--- src/rtl/scope_trig_pkg.sv ---
package scope_trig_pkg;
  typedef enum logic [1:0] {
    TM_LEVEL = 2'b00,
    TM_SHORT = 2'b01,
    TM_LONG  = 2'b10,
    TM_LOGIC = 2'b11
  } trig_mode_e;

  localparam logic [1:0] ADDR_THR_LO = 2'd0;
  localparam logic [1:0] ADDR_CTRL   = 2'd1;
  localparam logic [1:0] ADDR_WIDTH  = 2'd2;

  localparam int CTRL_POL_BIT  = 2;
  localparam int CTRL_MODE_LSB = 5;
  localparam int MIN_WIDTH     = 4;
endpackage

--- src/rtl/trig_cfg_regs.sv ---
module trig_cfg_regs
  import scope_trig_pkg::*;
#(
  parameter int THR_W  = 10,
  parameter int BYTE_W = 8
) (
  input  logic              clk,
  input  logic              rst_n,
  input  logic              cfg_we,
  input  logic [1:0]        cfg_addr,
  input  logic [BYTE_W-1:0] cfg_data,
  output logic [THR_W-1:0]  thr,
  output logic              fall_sel,
  output trig_mode_e        mode,
  output logic [BYTE_W-1:0] width_eff
);
  localparam int HI_W = THR_W - BYTE_W;

  logic [BYTE_W-1:0] thr_lo_q;
  logic [HI_W-1:0]   thr_hi_q;
  logic              pol_q;
  trig_mode_e        mode_q;
  logic [BYTE_W-1:0] width_q;

  always_ff @(posedge clk or negedge rst_n) begin
    if (!rst_n) begin
      thr_lo_q <= '0;
      thr_hi_q <= '0;
      pol_q    <= 1'b0;
      mode_q   <= TM_LEVEL;
      width_q  <= '0;
    end else if (cfg_we) begin
      unique case (cfg_addr)
        ADDR_THR_LO: thr_lo_q <= cfg_data;
        ADDR_CTRL: begin
          thr_hi_q <= cfg_data[HI_W-1:0];
          pol_q    <= cfg_data[CTRL_POL_BIT];
          mode_q   <= trig_mode_e'(cfg_data[CTRL_MODE_LSB+1:CTRL_MODE_LSB]);
        end
        ADDR_WIDTH: width_q <= cfg_data;
        default: ;
      endcase
    end
  end

  assign thr       = {thr_hi_q, thr_lo_q};
  assign fall_sel  = pol_q;
  assign mode      = mode_q;
  assign width_eff = (width_q < BYTE_W'(MIN_WIDTH)) ? BYTE_W'(MIN_WIDTH) : width_q;


  width_floor_chk: assert property (@(posedge clk) disable iff (!rst_n)
    (cfg_we && cfg_addr == ADDR_WIDTH && cfg_data < BYTE_W'(MIN_WIDTH))
      |=> width_eff == BYTE_W'(MIN_WIDTH));


  width_store_chk: assert property (@(posedge clk) disable iff (!rst_n)
    (cfg_we && cfg_addr == ADDR_WIDTH && cfg_data >= BYTE_W'(MIN_WIDTH))
      |=> width_eff == $past(cfg_data));
endmodule

--- src/rtl/trig_cross_det.sv ---
module trig_cross_det #(
  parameter int THR_W = 10
) (
  input  logic             clk,
  input  logic             rst_n,
  input  logic             acc,
  input  logic [THR_W-1:0] smp,
  input  logic [THR_W-1:0] thr,
  input  logic             fall_sel,
  output logic             start_x,
  output logic             end_x
);
  logic [THR_W-1:0] prev_q;
  logic             prev_ok_q;
  logic             cur_hi, prev_hi, rise_x, fall_x;

  always_ff @(posedge clk or negedge rst_n) begin
    if (!rst_n) begin
      prev_q    <= '0;
      prev_ok_q <= 1'b0;
    end else if (acc) begin
      prev_q    <= smp;
      prev_ok_q <= 1'b1;
    end
  end

  assign cur_hi  = (smp >= thr);
  assign prev_hi = (prev_q >= thr);
  assign rise_x  = acc && prev_ok_q && !prev_hi && cur_hi;
  assign fall_x  = acc && prev_ok_q && prev_hi && !cur_hi;
  assign start_x = fall_sel ? fall_x : rise_x;
  assign end_x   = fall_sel ? rise_x : fall_x;


  prev_hold_chk: assert property (@(posedge clk) disable iff (!rst_n)
    !acc |=> $stable(prev_q));
endmodule

--- src/rtl/trig_pulse_meas.sv ---
module trig_pulse_meas #(
  parameter int CNT_W = 8
) (
  input  logic             clk,
  input  logic             rst_n,
  input  logic             acc,
  input  logic             start_x,
  input  logic             end_x,
  output logic             done,
  output logic [CNT_W-1:0] len
);
  localparam logic [CNT_W-1:0] CNT_MAX = '1;

  logic             in_pulse_q;
  logic [CNT_W-1:0] cnt_q;

  always_ff @(posedge clk or negedge rst_n) begin
    if (!rst_n) begin
      in_pulse_q <= 1'b0;
      cnt_q      <= '0;
    end else if (start_x) begin
      in_pulse_q <= 1'b1;
      cnt_q      <= CNT_W'(1);
    end else if (end_x && in_pulse_q) begin
      in_pulse_q <= 1'b0;
    end else if (acc && in_pulse_q && cnt_q != CNT_MAX) begin
      cnt_q <= cnt_q + 1'b1;
    end
  end

  assign done = end_x && in_pulse_q;
  assign len  = cnt_q;


  cnt_sat_chk: assert property (@(posedge clk) disable iff (!rst_n)
    (in_pulse_q && cnt_q == CNT_MAX && !start_x && !end_x) |=> cnt_q == CNT_MAX);
endmodule

--- src/rtl/scope_trigger.sv ---
module scope_trigger
  import scope_trig_pkg::*;
#(
  parameter int THR_W  = 10,
  parameter int BYTE_W = 8
) (
  input  logic              clk,
  input  logic              rst_n,
  input  logic              cfg_we,
  input  logic [1:0]        cfg_addr,
  input  logic [BYTE_W-1:0] cfg_data,
  input  logic              s_valid,
  output logic              s_ready,
  input  logic [THR_W-1:0]  s_data,
  input  logic              ext_trig,
  input  logic              clr_status,
  output logic              trig_pulse,
  output logic              triggered
);
  logic [THR_W-1:0]  thr;
  logic              fall_sel;
  trig_mode_e        mode;
  logic [BYTE_W-1:0] width_eff;
  logic              acc, start_x, end_x, done, fire, ext_q;
  logic [BYTE_W-1:0] len;

  assign s_ready = rst_n;
  assign acc     = s_valid && s_ready;

  trig_cfg_regs #(.THR_W(THR_W), .BYTE_W(BYTE_W)) u_cfg (
    .clk(clk), .rst_n(rst_n), .cfg_we(cfg_we), .cfg_addr(cfg_addr),
    .cfg_data(cfg_data), .thr(thr), .fall_sel(fall_sel), .mode(mode),
    .width_eff(width_eff)
  );

  trig_cross_det #(.THR_W(THR_W)) u_cross (
    .clk(clk), .rst_n(rst_n), .acc(acc), .smp(s_data), .thr(thr),
    .fall_sel(fall_sel), .start_x(start_x), .end_x(end_x)
  );

  trig_pulse_meas #(.CNT_W(BYTE_W)) u_meas (
    .clk(clk), .rst_n(rst_n), .acc(acc), .start_x(start_x), .end_x(end_x),
    .done(done), .len(len)
  );

  always_comb begin
    unique case (mode)
      TM_LEVEL: fire = start_x;
      TM_SHORT: fire = done && (len < width_eff);
      TM_LONG:  fire = done && (len >= width_eff);
      TM_LOGIC: fire = ext_trig && !ext_q;
      default:  fire = 1'b0;
    endcase
  end

  always_ff @(posedge clk or negedge rst_n) begin
    if (!rst_n) begin
      ext_q      <= 1'b0;
      trig_pulse <= 1'b0;
      triggered  <= 1'b0;
    end else begin
      ext_q      <= ext_trig;
      trig_pulse <= fire;
      triggered  <= fire || (triggered && !clr_status);
    end
  end


  no_stream_no_trig_chk: assert property (@(posedge clk) disable iff (!rst_n)
    (!s_valid && mode != TM_LOGIC && !cfg_we) |=> !trig_pulse);


  ext_pass_chk: assert property (@(posedge clk) disable iff (!rst_n)
    (mode == TM_LOGIC && ext_trig && !ext_q) |=> trig_pulse);


  sticky_hold_chk: assert property (@(posedge clk) disable iff (!rst_n)
    (triggered && !clr_status) |=> triggered);


  pulse_sets_flag_chk: assert property (@(posedge clk) disable iff (!rst_n)
    trig_pulse |-> triggered);
endmodule

--- config.mk ---
export PLATFORM = sky130hd
export DESIGN_NAME = scope_trigger
export DESIGN_NICKNAME = d
export VERILOG_FILES = /design/src/rtl/scope_trig_pkg.sv /design/src/rtl/trig_cfg_regs.sv /design/src/rtl/trig_cross_det.sv /design/src/rtl/trig_pulse_meas.sv /design/src/rtl/scope_trigger.sv
export SDC_FILE = /design/constraint.sdc
export NUM_CORES = 1
export LEC_CHECK = 0
export ABC_AREA = 1
export BUFFER_PORTS_ARGS = -buffer_cell sky130_fd_sc_hd__clkbuf_2
export CORE_MARGIN = 10
export CORE_UTILIZATION = 40
export CTS_CLUSTER_DIAMETER = 150
export DETAILED_ROUTE_END_ITERATION = 12
export PLACE_DENSITY = 0.59
export SLEW_MARGIN = 5
export SYNTH_ARGS = -nofsm -noshare
export SYNTH_HDL_FRONTEND = slang
export SYNTH_SLANG_ARGS = --single-unit
--- constraint.sdc ---
create_clock -name clk -period 1.7 [get_ports clk]
set_input_delay 0.17 -clock clk [delete_from_list [all_inputs] [get_ports clk]]
set_output_delay 0.17 -clock clk [all_outputs]
set_load 0.05 [all_outputs]
==> results.py <==
metrics = {
    "timing": {
        "fmax_mhz": 491.1,
        "finalSetupViolations": 11,
        "hold_viol": 22,
        "holdWs_ps": -10.80,
        "worst_pin_slew_ps": 566.0,
        "rsz0062_at_grt": "true",
        "fin_crit_ps": 2036,
        "setup_ws_ps": -336.2,
        "maxSlewHeadroom_pct": 62.27,
        "fin_skew_ps": 11.50,
        "report.final.slew_viol_count": 0,
        "fin_crit_sh_pct": 119.8,
    },
    "worst_setup_path": {
        "worstSetupPathType": "flop to flop",
        "cp-start-kind": "flop",
        "worstPathRequired_ps": 1940,
        "path_max_fanout": 3,
        "cp.arrival_ps": 2270,
        "critPathCaptureType": "flop",
    },
    "synth": {
        "yosysMostFrequentCell": "nand2_1",
        "synth_nets": 409,
        "netlist_area_um2": 2751,
        "ys_types": 26,
        "async_reset_ff_share_pct": 100.0,
        "synth_warnings": 0,
        "ys_seq_area_share_pct": 40.02,
        "syn_area_per_cell_um2": 7.839,
        "synth_area_leaders": "dfrtp_1, nand2_1, ha_1",
        "synth-edff-count": 0,
        "yosysTopAreaCellShare_pct": 40.02,
        "synthCells": 351,
        "yosys-top-cells-count": "nand2_1, inv_1, dfrtp_1",
        "yosys_register_bits": 44,
        "synth_top_area_cell": "dfrtp_1",
        "synth_ff_type": "dfrtp_1",
    },
    "clock_network": {
        "path_clk_slew_ps": 100,
        "tritoncts": "done",
        "cts_root_buf": "clkbuf_8",
        "cts_buffers": 5,
        "clk_latency_ps": 300,
        "clockBufferDepth": 2,
        "clkSinkCount": 44,
        "cts_htree_levels": 2,
    },
    "drt": {
        "drtAntennaViolNets": 0,
        "wl_per_cell_um": 13.04,
        "vias_per_cell": 4.759,
        "wirelength_um": 6323,
        "vias": 2308,
        "dr.pass1.iters": 4,
        "route.detailed.drc": 0,
        "drt_iter0_drc": 79,
    },
    "power": {
        "ir_drop_v": 0.0006097,
        "total_leakage_power_nw": 1.861,
        "power.density_nw_per_um2": 1030,
        "finalPower_mw": 3.606,
    },
    "grt": {
        "grt_pass1_wl_um": 10550,
        "antenna_found_initial": 0,
        "grt_use_total_pct": 12.45,
        "grt_max_degree": 45,
        "grt_remaining_overflow": 0,
        "grt_pass1_vias": 2294,
    },
    "finish": {
        "multi_input_area_um2": 1668,
        "drive_above_1_share_pct": 27.41,
        "n_fill_cell": 637,
        "syn_to_final_growth_pct": 27.24,
        "final_util_pct": 51.81,
        "diodes": 0,
        "seq_area_um2": 1101,
        "final_nets": 462,
    },
    "floorplan": {
        "die_h_um": 102.9,
        "initial_core_util_pct": 40.72,
        "fp.dieArea_um2": 10600,
        "rows": 30,
        "die_width_um": 102.9,
        "top_level_ports": 29,
        "coreArea_um2": 6756,
    },
    "hold_path": {
        "holdCritPathClass": "primary input to async pin",
    },
    "place": {
        "port_buffers": 28,
        "dp_hpwl_um": 4616,
        "place_congestion": 0.7624,
    },
    "flow_run": {
        "drv_cap": 0,
    },
    "outcome": {
        "status": "finished, violations left",
        "violations": "hold timing, setup timing",
    },
}
-- critical path, cell delays in order, from the launching register on --
cell	delay [ps]
dfrtp_1	400
nor4_2	260
nand3_1	150
nand2_1	80
inv_1	40
ha_1	260
nand2_1	60
nor2_1	90
nand2_1	80
nand2_2	80
nand3_2	80
a21oi_2	140
nand3_1	90
nand2_1	60
nand2_1	60
nand2_1	60
-- power breakdown --
group	total [mW]	switching [mW]	internal, mW
sequential	1.41	0.188	1.22
combinational	1.36	0.774	0.587
clock	0.831	0.388	0.443
-- through the flow --
step	setup slack (ps)	cell area (µm²)	instances	hold slack (ps)	TNS, ps
floorplan	-154.7	2763	351	-125.6	-403.7
global placement	-287.5	3119	473	312.0	-2821
detailed placement	-319.4	3119	473	303.4	-3082
CTS	-351.9	3397	483	18.16	-2693
finish	-336.2	3501	485	-10.80	-2556
global route	-569.4	3501	485	53.33	-4108
-- cell usage in the layout (no fill, tap or decap), types with 4 or more instances in the layout --
master	instances
inv_1	45
nand2_1	110
a21oi_2	4
nor2_2	4
a21oi_1	4
nor2_1	16
nand3_1	18
ha_1	21
buf_4	19
ha_4	11
a21o_1	4
o21ai_0	22
dfrtp_1	44
nand2_4	4
clkbuf_8	5
nand2_2	11
clkbuf_2	28
nand3_4	4
inv_2	8
-- worst paths after layout --
path / to / cells after the start / start / slack [ps]
max: triggered$_DFF_PN0_ / 15 / u_cfg.width_q[4]$_DFFE_PN0P_ / -340
min: u_cross.prev_q[5]$_DFFE_PN0P_ / 2 / rst_n / -10
max reg2reg: triggered$_DFF_PN0_ / 15 / u_cfg.width_q[4]$_DFFE_PN0P_ / -340
min reg2reg: u_cross.prev_ok_q$_DFFE_PN0P_ / 2 / u_cross.prev_ok_q$_DFFE_PN0P_ / 460
max in group asynchronous: u_meas.len[3]$_DFFE_PN0P_ / 2 / rst_n / 1330
min in group clk: u_cross.prev_q[8]$_DFFE_PN0P_ / 3 / s_data[8] / 90
-- layer usage --
metal  track usage, %  share of wire, %  wire length [µm]
met2            21.60                49              3107
met3            2.681               2.9               182
met4            2.246              0.47                30
met5                0                 0                 0
met1            15.58                47              3002
-- flip-flops by register name, indices dropped and copies added, names as in the netlist --
signal             flops
ext_q                  1
trig_pulse             1
triggered              1
u_cfg.fall_sel         1
u_cfg.mode             2
u_cfg.thr_hi_q         2
u_cfg.thr_lo_q         8
u_cfg.width_q          8
u_cross.prev_ok_q      1
u_cross.prev_q        10
u_meas.in_pulse_q      1
u_meas.len             8
-- kinds of logic (layout without fill, tap and decap cells) --
kind of cell             count (synthesis)  after routing  share of synthesized area (%)
AO/OA/AOI/OAI                           35             35                          6.776
flip-flops                              44             44                          40.02
buffers and inverters                   58            111                          8.049
XOR/XNOR                                 6              6                          1.910
AND/OR/NAND/NOR                        176            177                          28.69
adder cells (fa/ha/maj)                 32             32                          14.55
-- repair_timing --
item                                    4_1_cts  5_1_grt
pin swaps                                     4        5
setup buffers                                 0        2
gates cloned                                  1        0
hold endpoints to repair                      1        0
endpoints found under the setup margin       11       11
hold buffers                                  1        0
resized for setup                            25       14
-- cell type report --
| type | count | share of cell area [%] |
|---|---|---|
| Timing Repair Buffer | 49 | 8.935 |
| Clock buffer | 5 | 1.966 |
| Tap cell | 80 | 2.859 |
| Inverter | 54 | 5.790 |
| Sequential cell | 44 | 31.45 |
| Multi-Input combinational cell | 250 | 47.64 |
| Clock inverter | 3 | 1.358 |
(Power assumes the default switching activity.)
